**config.mk**
```make
export PLATFORM = sky130hd
export DESIGN_NAME = xcore_push_ctrl
export DESIGN_NICKNAME = d
export VERILOG_FILES = /design/src/rtl/xcp_pkg.sv /design/src/rtl/xcp_fb_decode.sv /design/src/rtl/xcp_conf_ctr.sv /design/src/rtl/xcore_push_ctrl.sv
export SDC_FILE = /design/constraint.sdc
export NUM_CORES = 1
export LEC_CHECK = 0
export CAP_MARGIN = 20
export CORE_ASPECT_RATIO = 1.4
export CORE_UTILIZATION = 50
export DETAILED_ROUTE_END_ITERATION = 10
export DONT_BUFFER_PORTS = 1
export PLACE_DENSITY = 0.7
export SYNTH_ARGS = -nofsm -noshare
export SYNTH_HDL_FRONTEND = slang
export SYNTH_SLANG_ARGS = --single-unit
```
**constraint.sdc**
```tcl
create_clock -name clk -period 1.25 [get_ports clk]
set_input_delay 0 -clock clk [delete_from_list [all_inputs] [get_ports clk]]
set_output_delay 0 -clock clk [all_outputs]
set_load 0.03 [all_outputs]
```
**src/rtl/xcp_pkg.sv**
```systemverilog
package xcp_pkg;

    // Feedback arriving at one counter in one cycle, {inc, dec}
    typedef enum logic [1:0] {
        EV_NONE = 2'b00,
        EV_DEC  = 2'b01,
        EV_INC  = 2'b10,
        EV_BOTH = 2'b11
    } ctr_event_e;

endpackage

```
**src/rtl/xcp_fb_decode.sv**
```systemverilog
module xcp_fb_decode #(
    parameter int N_CORES = 4,
    parameter int IDW     = 2,
    parameter int SELF    = 0
) (
    input  logic               vld,
    input  logic [IDW-1:0]     src,
    output logic [N_CORES-1:0] hit
);

    // One-hot leader select; a report naming the reporter itself is dropped
    always_comb begin
        hit = '0;
        for (int l = 0; l < N_CORES; l++) begin
            if (vld && (int'(src) == l) && (l != SELF)) begin
                hit[l] = 1'b1;
            end
        end
    end

endmodule

```
**src/rtl/xcp_conf_ctr.sv**
```systemverilog
module xcp_conf_ctr
    import xcp_pkg::*;
#(
    parameter int CNT_W = 2
) (
    input  logic clk,
    input  logic rst_n,
    input  logic inc,
    input  logic dec,
    output logic push_ok
);

    localparam logic [CNT_W-1:0] CNT_MAX  = '1;
    localparam logic [CNT_W-1:0] CNT_ZERO = '0;
    localparam logic [CNT_W-1:0] CNT_ONE  = {{(CNT_W-1){1'b0}}, 1'b1};
    localparam logic [CNT_W-1:0] CNT_HALF = {1'b1, {(CNT_W-1){1'b0}}};

    typedef struct packed {
        logic [CNT_W-1:0] cnt;
    } ctr_state_t;

    ctr_state_t state_d, state_q;
    ctr_event_e ev;
    logic [CNT_W-1:0] after_inc;

    always_comb begin
        ev        = ctr_event_e'({inc, dec});
        state_d   = state_q;
        after_inc = (state_q.cnt == CNT_MAX) ? CNT_MAX : state_q.cnt + CNT_ONE;
        unique case (ev)
            EV_INC:  state_d.cnt = after_inc;
            EV_DEC:  state_d.cnt = (state_q.cnt == CNT_ZERO) ? CNT_ZERO
                                                             : state_q.cnt - CNT_ONE;
            EV_BOTH: state_d.cnt = (after_inc == CNT_ZERO) ? CNT_ZERO
                                                           : after_inc - CNT_ONE;
            default: state_d.cnt = state_q.cnt;
        endcase
    end

    always_ff @(posedge clk) begin
        if (!rst_n) begin
            state_q.cnt <= CNT_HALF;
        end else begin
            state_q <= state_d;
        end
    end

    // Upper half of the range enables pushing
    assign push_ok = state_q.cnt[CNT_W-1];


    sat_high_chk: assert property (@(posedge clk) disable iff (!rst_n)
        (state_q.cnt == CNT_MAX && inc && !dec) |=> (state_q.cnt == CNT_MAX));


    sat_low_chk: assert property (@(posedge clk) disable iff (!rst_n)
        (state_q.cnt == CNT_ZERO && dec && !inc) |=> (state_q.cnt == CNT_ZERO));


    inc_then_dec_chk: assert property (@(posedge clk) disable iff (!rst_n)
        (state_q.cnt == CNT_MAX && inc && dec) |=> (state_q.cnt == CNT_MAX - CNT_ONE));


    idle_hold_chk: assert property (@(posedge clk) disable iff (!rst_n)
        (!inc && !dec) |=> $stable(state_q.cnt));

endmodule

```
**src/rtl/xcore_push_ctrl.sv**
```systemverilog
module xcore_push_ctrl #(
    parameter int N_CORES = 4,
    parameter int CNT_W   = 2,
    localparam int IDW    = (N_CORES > 1) ? $clog2(N_CORES) : 1
) (
    input  logic                         clk,
    input  logic                         rst_n,
    input  logic [N_CORES-1:0]           miss_vld,
    input  logic [N_CORES-1:0]           good_vld,
    input  logic [N_CORES*IDW-1:0]       good_src,
    input  logic [N_CORES-1:0]           bad_vld,
    input  logic [N_CORES*IDW-1:0]       bad_src,
    output logic [N_CORES*N_CORES-1:0]   push_mask
);

    // Indexed [follower][leader]
    logic [N_CORES-1:0] good_hit [N_CORES];
    logic [N_CORES-1:0] bad_hit  [N_CORES];

    for (genvar f = 0; f < N_CORES; f++) begin : g_fol
        xcp_fb_decode #(.N_CORES(N_CORES), .IDW(IDW), .SELF(f)) u_good_dec (
            .vld (good_vld[f]),
            .src (good_src[f*IDW +: IDW]),
            .hit (good_hit[f])
        );
        xcp_fb_decode #(.N_CORES(N_CORES), .IDW(IDW), .SELF(f)) u_bad_dec (
            .vld (bad_vld[f]),
            .src (bad_src[f*IDW +: IDW]),
            .hit (bad_hit[f])
        );
    end

    for (genvar l = 0; l < N_CORES; l++) begin : g_lead
        for (genvar f = 0; f < N_CORES; f++) begin : g_pair
            if (l == f) begin : g_diag
                assign push_mask[l*N_CORES + f] = 1'b0;
            end else begin : g_ctr
                logic push_ok;
                xcp_conf_ctr #(.CNT_W(CNT_W)) u_ctr (
                    .clk     (clk),
                    .rst_n   (rst_n),
                    .inc     (good_hit[f][l]),
                    .dec     (bad_hit[f][l]),
                    .push_ok (push_ok)
                );
                assign push_mask[l*N_CORES + f] = miss_vld[l] & push_ok;
            end
        end


        idle_row_chk: assert property (@(posedge clk) disable iff (!rst_n)
            !miss_vld[l] |-> ($countones(push_mask[l*N_CORES +: N_CORES]) == 0));
    end

endmodule

```
==> results of run 1 <==
## worst register-to-register path: stages, from the launching register on
cell and delay, ns:
dfxtp_1 0.35, nor4bb_1 0.34, xor2_1 0.12, o221a_2 0.27
## cells in the final DEF, fill, tap and decap left out, drive strengths merged
| cell type | count |
|---|---|
| clkbuf | 4 |
| nand3 | 3 |
| a221oi | 1 |
| nor3b | 14 |
| and2 | 12 |
| xnor2 | 4 |
| nand4b | 3 |
| nor4bb | 1 |
| nand3b | 6 |
| conb | 4 |
| dlymetal6s4s | 1 |
| or3b | 4 |
| a211oi | 12 |
| nor4b | 3 |
| a21o | 11 |
| and3 | 3 |
| a21oi | 1 |
| buf | 2 |
| o221a | 11 |
| and4bb | 5 |
| and3b | 6 |
| a31oi | 12 |
| xor2 | 8 |
| inv | 13 |
| dfxtp | 24 |
| o21ai | 12 |
## area by class of cell
class                      instances  area [um^2]
multi-input combinational        136         1060
sequential                        24          480
fill                             293         1370
clock buffer                       4         55.1
timing repair buffer               3         27.5
tap                               39         48.8
inverter                          13         48.8
## power breakdown
group,internal [mW],switching (mW)
logic,0.230,0.303
registers,0.869,0.0904
clock network,0.280,0.228
total,1.38,0.622
## metrics by stage
stage | util [%] | setup WS [ns] | cell area [um^2] | total power [mW]
2_1_floorplan | - | 0.151 | 1630 | 1.41
3_3_place_gp | 53.0 | 0.131 | 1640 | 1.45
3_5_place_dp | 53.0 | 0.0563 | 1640 | 1.49
4_1_cts | 55.1 | 0.0126 | 1700 | 2.01
5_1_grt | 55.7 | 0.0154 | 1720 | 2.12
6_report | 55.7 | 0.0751 | 1720 | 2.00
## timing repair
| action | in CTS | in global routing |
|---|---|---|
| hold endpoints to repair | 23 | 0 |
| setup endpoints to repair | 0 | 15 |
| gates resized for setup | 0 | 4 |
| hold buffers | 1 | 0 |
## final timing paths
| check | start | to | slack [ns] | cells after the start |
|---|---|---|---|---|
| max reg2reg | g_lead[2].g_pair[3].g_ctr.u_ctr.state_q[1] | g_lead[2].g_pair[3].g_ctr.u_ctr.state_q[0] | 0.08 | 3 |
| min | good_src[4] | g_lead[0].g_pair[2].g_ctr.u_ctr.state_q[1] | 0.06 | 3 |
| max | g_lead[2].g_pair[3].g_ctr.u_ctr.state_q[1] | g_lead[2].g_pair[3].g_ctr.u_ctr.state_q[0] | 0.08 | 3 |
| min reg2reg | g_lead[2].g_pair[0].g_ctr.u_ctr.state_q[0] | g_lead[2].g_pair[0].g_ctr.u_ctr.state_q[0] | 0.48 | 1 |
## layer usage
| layer | GRT usage (%) | wire length, um | vias to the layer above |
|---|---|---|---|
| li1 | - | - | 687 |
| met1 | 28.0 | 1550 | 692 |
| met2 | 37.9 | 1890 | 37 |
| met3 | 1.97 | 112 | 2 |
| met4 | 6.35 | 22 | 0 |
| met5 | 0 | 0 | - |
## logic make-up after synthesis
family / count (synthesis) / share of synthesized area, %
buffers and inverters: 23 / 6.49
xor gates and xnor gates: 12 / 6.49
other: 1 / 0.232
and+or+nand+nor: 60 / 29.1
AOI/OAI and AO/OA: 60 / 28.0
DFF: 24 / 29.7
==> results.json, run 1 <==
{
  "cp-end-kind": "flip-flop",
  "dr.first_iter.drc_count": 28,
  "track_usage_pct": 21.9,
  "area_growth_pct": 6.49,
  "ys_types": 28,
  "ys_seq_elements": 24,
  "synth_common_cells": "24 x dfxtp_1, 14 x nor3b_1, 13 x inv_1",
  "syn_area_per_cell_um2": 8.99,
  "final_net_count": 211,
  "final_antenna_net_count": 0,
  "critical_path_required_ns": 1.40,
  "reg_top3": "g_lead.g_pair.g_ctr.u_ctr.state_q x24",
  "htree_levels": 1,
  "synthTopCellsByArea": "dfxtp_1 30%, nor3b_1 6.5%, a211oi_1 5.6%",
  "fp.dieH_um": 69.3,
  "dr_total_vias": 1418,
  "routed_via_density": 6.47,
  "crit_buf_inv": 0,
  "coreArea_um2": 3090,
  "io_pins": 46,
  "cp_top_family": "flip-flops",
  "grt_max_degree": 24,
  "top_register": "g_lead.g_pair.g_ctr.u_ctr.state_q",
  "arrival_ns": 1.33,
  "crit_slowest_cell": "dfxtp_1",
  "period_minus_slack_ns": 1.17,
  "start_util_pct": 52.3,
  "timing.final.crit_share_pct": 94.0,
  "crit_fanout": 5,
  "cts_tree": "yes",
  "max_freq_mhz": 851,
  "die_x_um": 50.1,
  "outcome": "complete, no violations",
  "portBuffers": 0,
  "finalWirelength_um": 3580,
  "drive_above_1_share_pct": 13.3,
  "cp_slowest_stage_delay_ns": 0.35,
  "antenna_cells": 0,
  "power.density_nw_per_um2": 1160,
  "crit_type": "reg -> reg",
  "syn_area_um2": 1620,
  "tightestPinTransition_ns": 0.894,
  "antenna_found_initial": 0,
  "cap_violations": 0,
  "synth_cells": 180,
  "clkLatencyLatePin_ns": 0.26,
  "synthMostInstantiatedCell": "dfxtp_1",
  "fin_skew_ns": 0.00334,
  "dr.pass1.iters": 4,
  "cts_inserted_buffers": 3,
  "synth_seq_area_share_pct": 29.7,
  "fin_cells": 219,
  "peakVddDrop_mv": 0.544,
  "grt_overflow": 0,
  "gp_congestion": 0.685,
  "routedWlPerCell_um": 16.3,
  "worstPathCellList": "nor4bb_1, xor2_1, o221a_2",
  "yosysTopAreaCell": "dfxtp_1",
  "postCtsSetupBuffers": 0,
  "grt_pass1_wl_um": 6170,
  "grt_pass1_vias": 1431,
  "synth_warnings": 0,
  "synth_top_area_share_pct": 29.7,
  "route.detailed.drc": 0,
  "hold_path_class": "in -> reg",
  "setup_tns_ns": 0,
  "slew_violations": 0,
  "die-area_um2": 3470,
  "hpwlAfterDp_um": 2620,
  "power.leakage_nw": 0.660,
  "synth-async-reset-ratio_pct": 0,
  "clk_path_buf_depth": 2,
  "cts-root-buf": "clkbuf_8",
  "clkSinkCount": 24,
  "rows": 24,
  "hold_viol": 0,
  "cts.clk_slew.worst_paths_ns": 0.08,
  "synth_ff_type": "dfxtp_1",
  "synth_edf_count": 0,
  "rsz0062_at_grt": "false",
  "slew_headroom_pct": 40.4,
  "setup_viol": 0,
  "dp_cells": 214,
  "start_kind": "flip-flop",
  "largest_register_ffs": 24,
  "hold_ws_ns": 0.0624
}
Note: power is estimated with default switching activity, not from simulation.
==> run 2: changes to the inputs <==
Settings changed: GPL_TIMING_DRIVEN set to 0.
==> results.json, run 2 (synthesized netlist as in run 1, its figures left out) <==
{
  "routedWlPerCell_um": 16.8,
  "start_util_pct": 52.3,
  "peakVddDrop_mv": 0.619,
  "met3_length_um": 165,
  "hpwlAfterDp_um": 2860,
  "clk_path_buf_depth": 2,
  "hold_ws_ns": 0.0740,
  "grt_overflow": 0,
  "antenna_found_initial": 0,
  "die_x_um": 50.1,
  "crit_type": "reg -> reg",
  "final_common_cell": "dfxtp_1",
  "largest_register_ffs": 24,
  "grt_pass1_vias": 1578,
  "finalWirelength_um": 3810,
  "outcome": "finished, violations left",
  "final_net_count": 219,
  "dr.first_iter.drc_count": 34,
  "tightestPinTransition_ns": 0.545,
  "power.density_nw_per_um2": 1150,
  "hold_viol": 0,
  "fin_skew_ns": 0.00239,
  "wl_met1_um": 1520,
  "fillerInstances": 284,
  "hold_path_class": "in -> reg",
  "crit_fanout": 5,
  "timing.final.crit_share_pct": 94.2,
  "io_pins": 46,
  "violations": "DRC",
  "clkLatencyLatePin_ns": 0.27,
  "dr.pass1.iters": 7,
  "cts_tree": "yes",
  "reg_top3": "g_lead.g_pair.g_ctr.u_ctr.state_q x24",
  "area_growth_pct": 9.27,
  "wl_met2_um": 2030,
  "top_layer": "met4",
  "coreArea_um2": 3090,
  "power.leakage_nw": 0.678,
  "fp.dieH_um": 69.3,
  "portBuffers": 0,
  "cp-end-kind": "flip-flop",
  "clkSinkCount": 24,
  "dr_total_vias": 1469,
  "gp_congestion": 0.672,
  "die-area_um2": 3470,
  "cap_violations": 0,
  "period_minus_slack_ns": 1.18,
  "start_kind": "flip-flop",
  "r2r_cells": 3,
  "critical_path_required_ns": 1.42,
  "final_util_pct": 57.2,
  "grt_max_degree": 14,
  "setup_viol": 0,
  "max_freq_mhz": 849,
  "top_register": "g_lead.g_pair.g_ctr.u_ctr.state_q",
  "cts.clk_slew.worst_paths_ns": 0.08,
  "track_usage_pct": 24.4,
  "postCtsSetupBuffers": 0,
  "arrival_ns": 1.35,
  "final_antenna_net_count": 0,
  "setup_tns_ns": 0,
  "cts-root-buf": "clkbuf_8",
  "route.detailed.drc": 1,
  "antenna_cells": 0,
  "routed_via_density": 6.47,
  "grt_pass1_wl_um": 6620,
  "cts_inserted_buffers": 3,
  "mostFrequentLayoutCells": "24 x dfxtp_1, 14 x nor3b_1, 13 x inv_1",
  "rows": 24,
  "worstHoldPathCells": 3,
  "slew_headroom_pct": 63.7,
  "drive_above_1_share_pct": 16.0,
  "slew_violations": 0,
  "htree_levels": 1
}
[run 2: cell count changes in the layout (fill, tap and decap cells not counted), sizes merged]
| cell | delta |
|---|---|
| clkbuf | +3 |
| dlygate4sd3 | +1 |
| buf | +5 |
| dlymetal6s4s | -1 |
[run 2: layout make-up]
type / instances / area [um^2] / area share (%)
timing repair buffer: 1 / 10.0 / 0.566
sequential: 24 / 480 / 27.2
buffer: 10 / 56.3 / 3.18
multi-input combinational: 136 / 1070 / 60.5
clock buffer: 4 / 55.1 / 3.11
inverter: 13 / 48.8 / 2.76
tap: 39 / 48.8 / 2.76
[run 2: report_power, final]
group / switching (mW) / internal [mW] / total [mW] / leakage, nW
clock network: 0.251 / 0.282 / 0.533 / 0.0288
logic: 0.301 / 0.230 / 0.530 / 0.450
registers: 0.0996 / 0.869 / 0.969 / 0.199
total: 0.651 / 1.38 / 2.03 / 0.678
[run 2: final timing paths]
kind | startpoint | slack (ns) | to
setup / recovery | g_lead[2].g_pair[1].g_ctr.u_ctr.state_q[1] | 0.07 | g_lead[2].g_pair[1].g_ctr.u_ctr.state_q[0]
hold / removal | good_src[2] | 0.07 | g_lead[0].g_pair[1].g_ctr.u_ctr.state_q[1]
setup reg to reg | g_lead[2].g_pair[1].g_ctr.u_ctr.state_q[1] | 0.07 | g_lead[2].g_pair[1].g_ctr.u_ctr.state_q[0]
hold reg to reg | g_lead[2].g_pair[0].g_ctr.u_ctr.state_q[0] | 0.48 | g_lead[2].g_pair[0].g_ctr.u_ctr.state_q[0]
[run 2: through the flow]
step           power (mW)  worst slack, ns  instances  cell area (um^2)
3_3_place_gp         1.46           0.0822        222              1680
5_1_grt              2.16         -0.00819        227              1770
3_5_place_dp         1.50           0.0206        222              1680
6_report             2.03           0.0719        227              1770
2_1_floorplan        1.41            0.151        183              1630
4_1_cts              2.02          0.00980        227              1740
[run 2: critical path: stages, from the launching register on]
cell and delay (ns):
dfxtp_1 0.42, and4bb_2 0.26, xor2_1 0.14, o221a_2 0.26
[run 2: repair_timing]
item	4_1_cts	5_1_grt
hold buffers	1	0
endpoints found under the hold margin	3	0
endpoints found under the setup margin	0	4
gates resized for setup	0	4
[run 2: per-layer routing]
layer,global-route usage [%],vias up
li1,-,704
met1,25.8,707
met2,44.9,48
met3,4.61,10
met4,10.5,0
met5,0,-
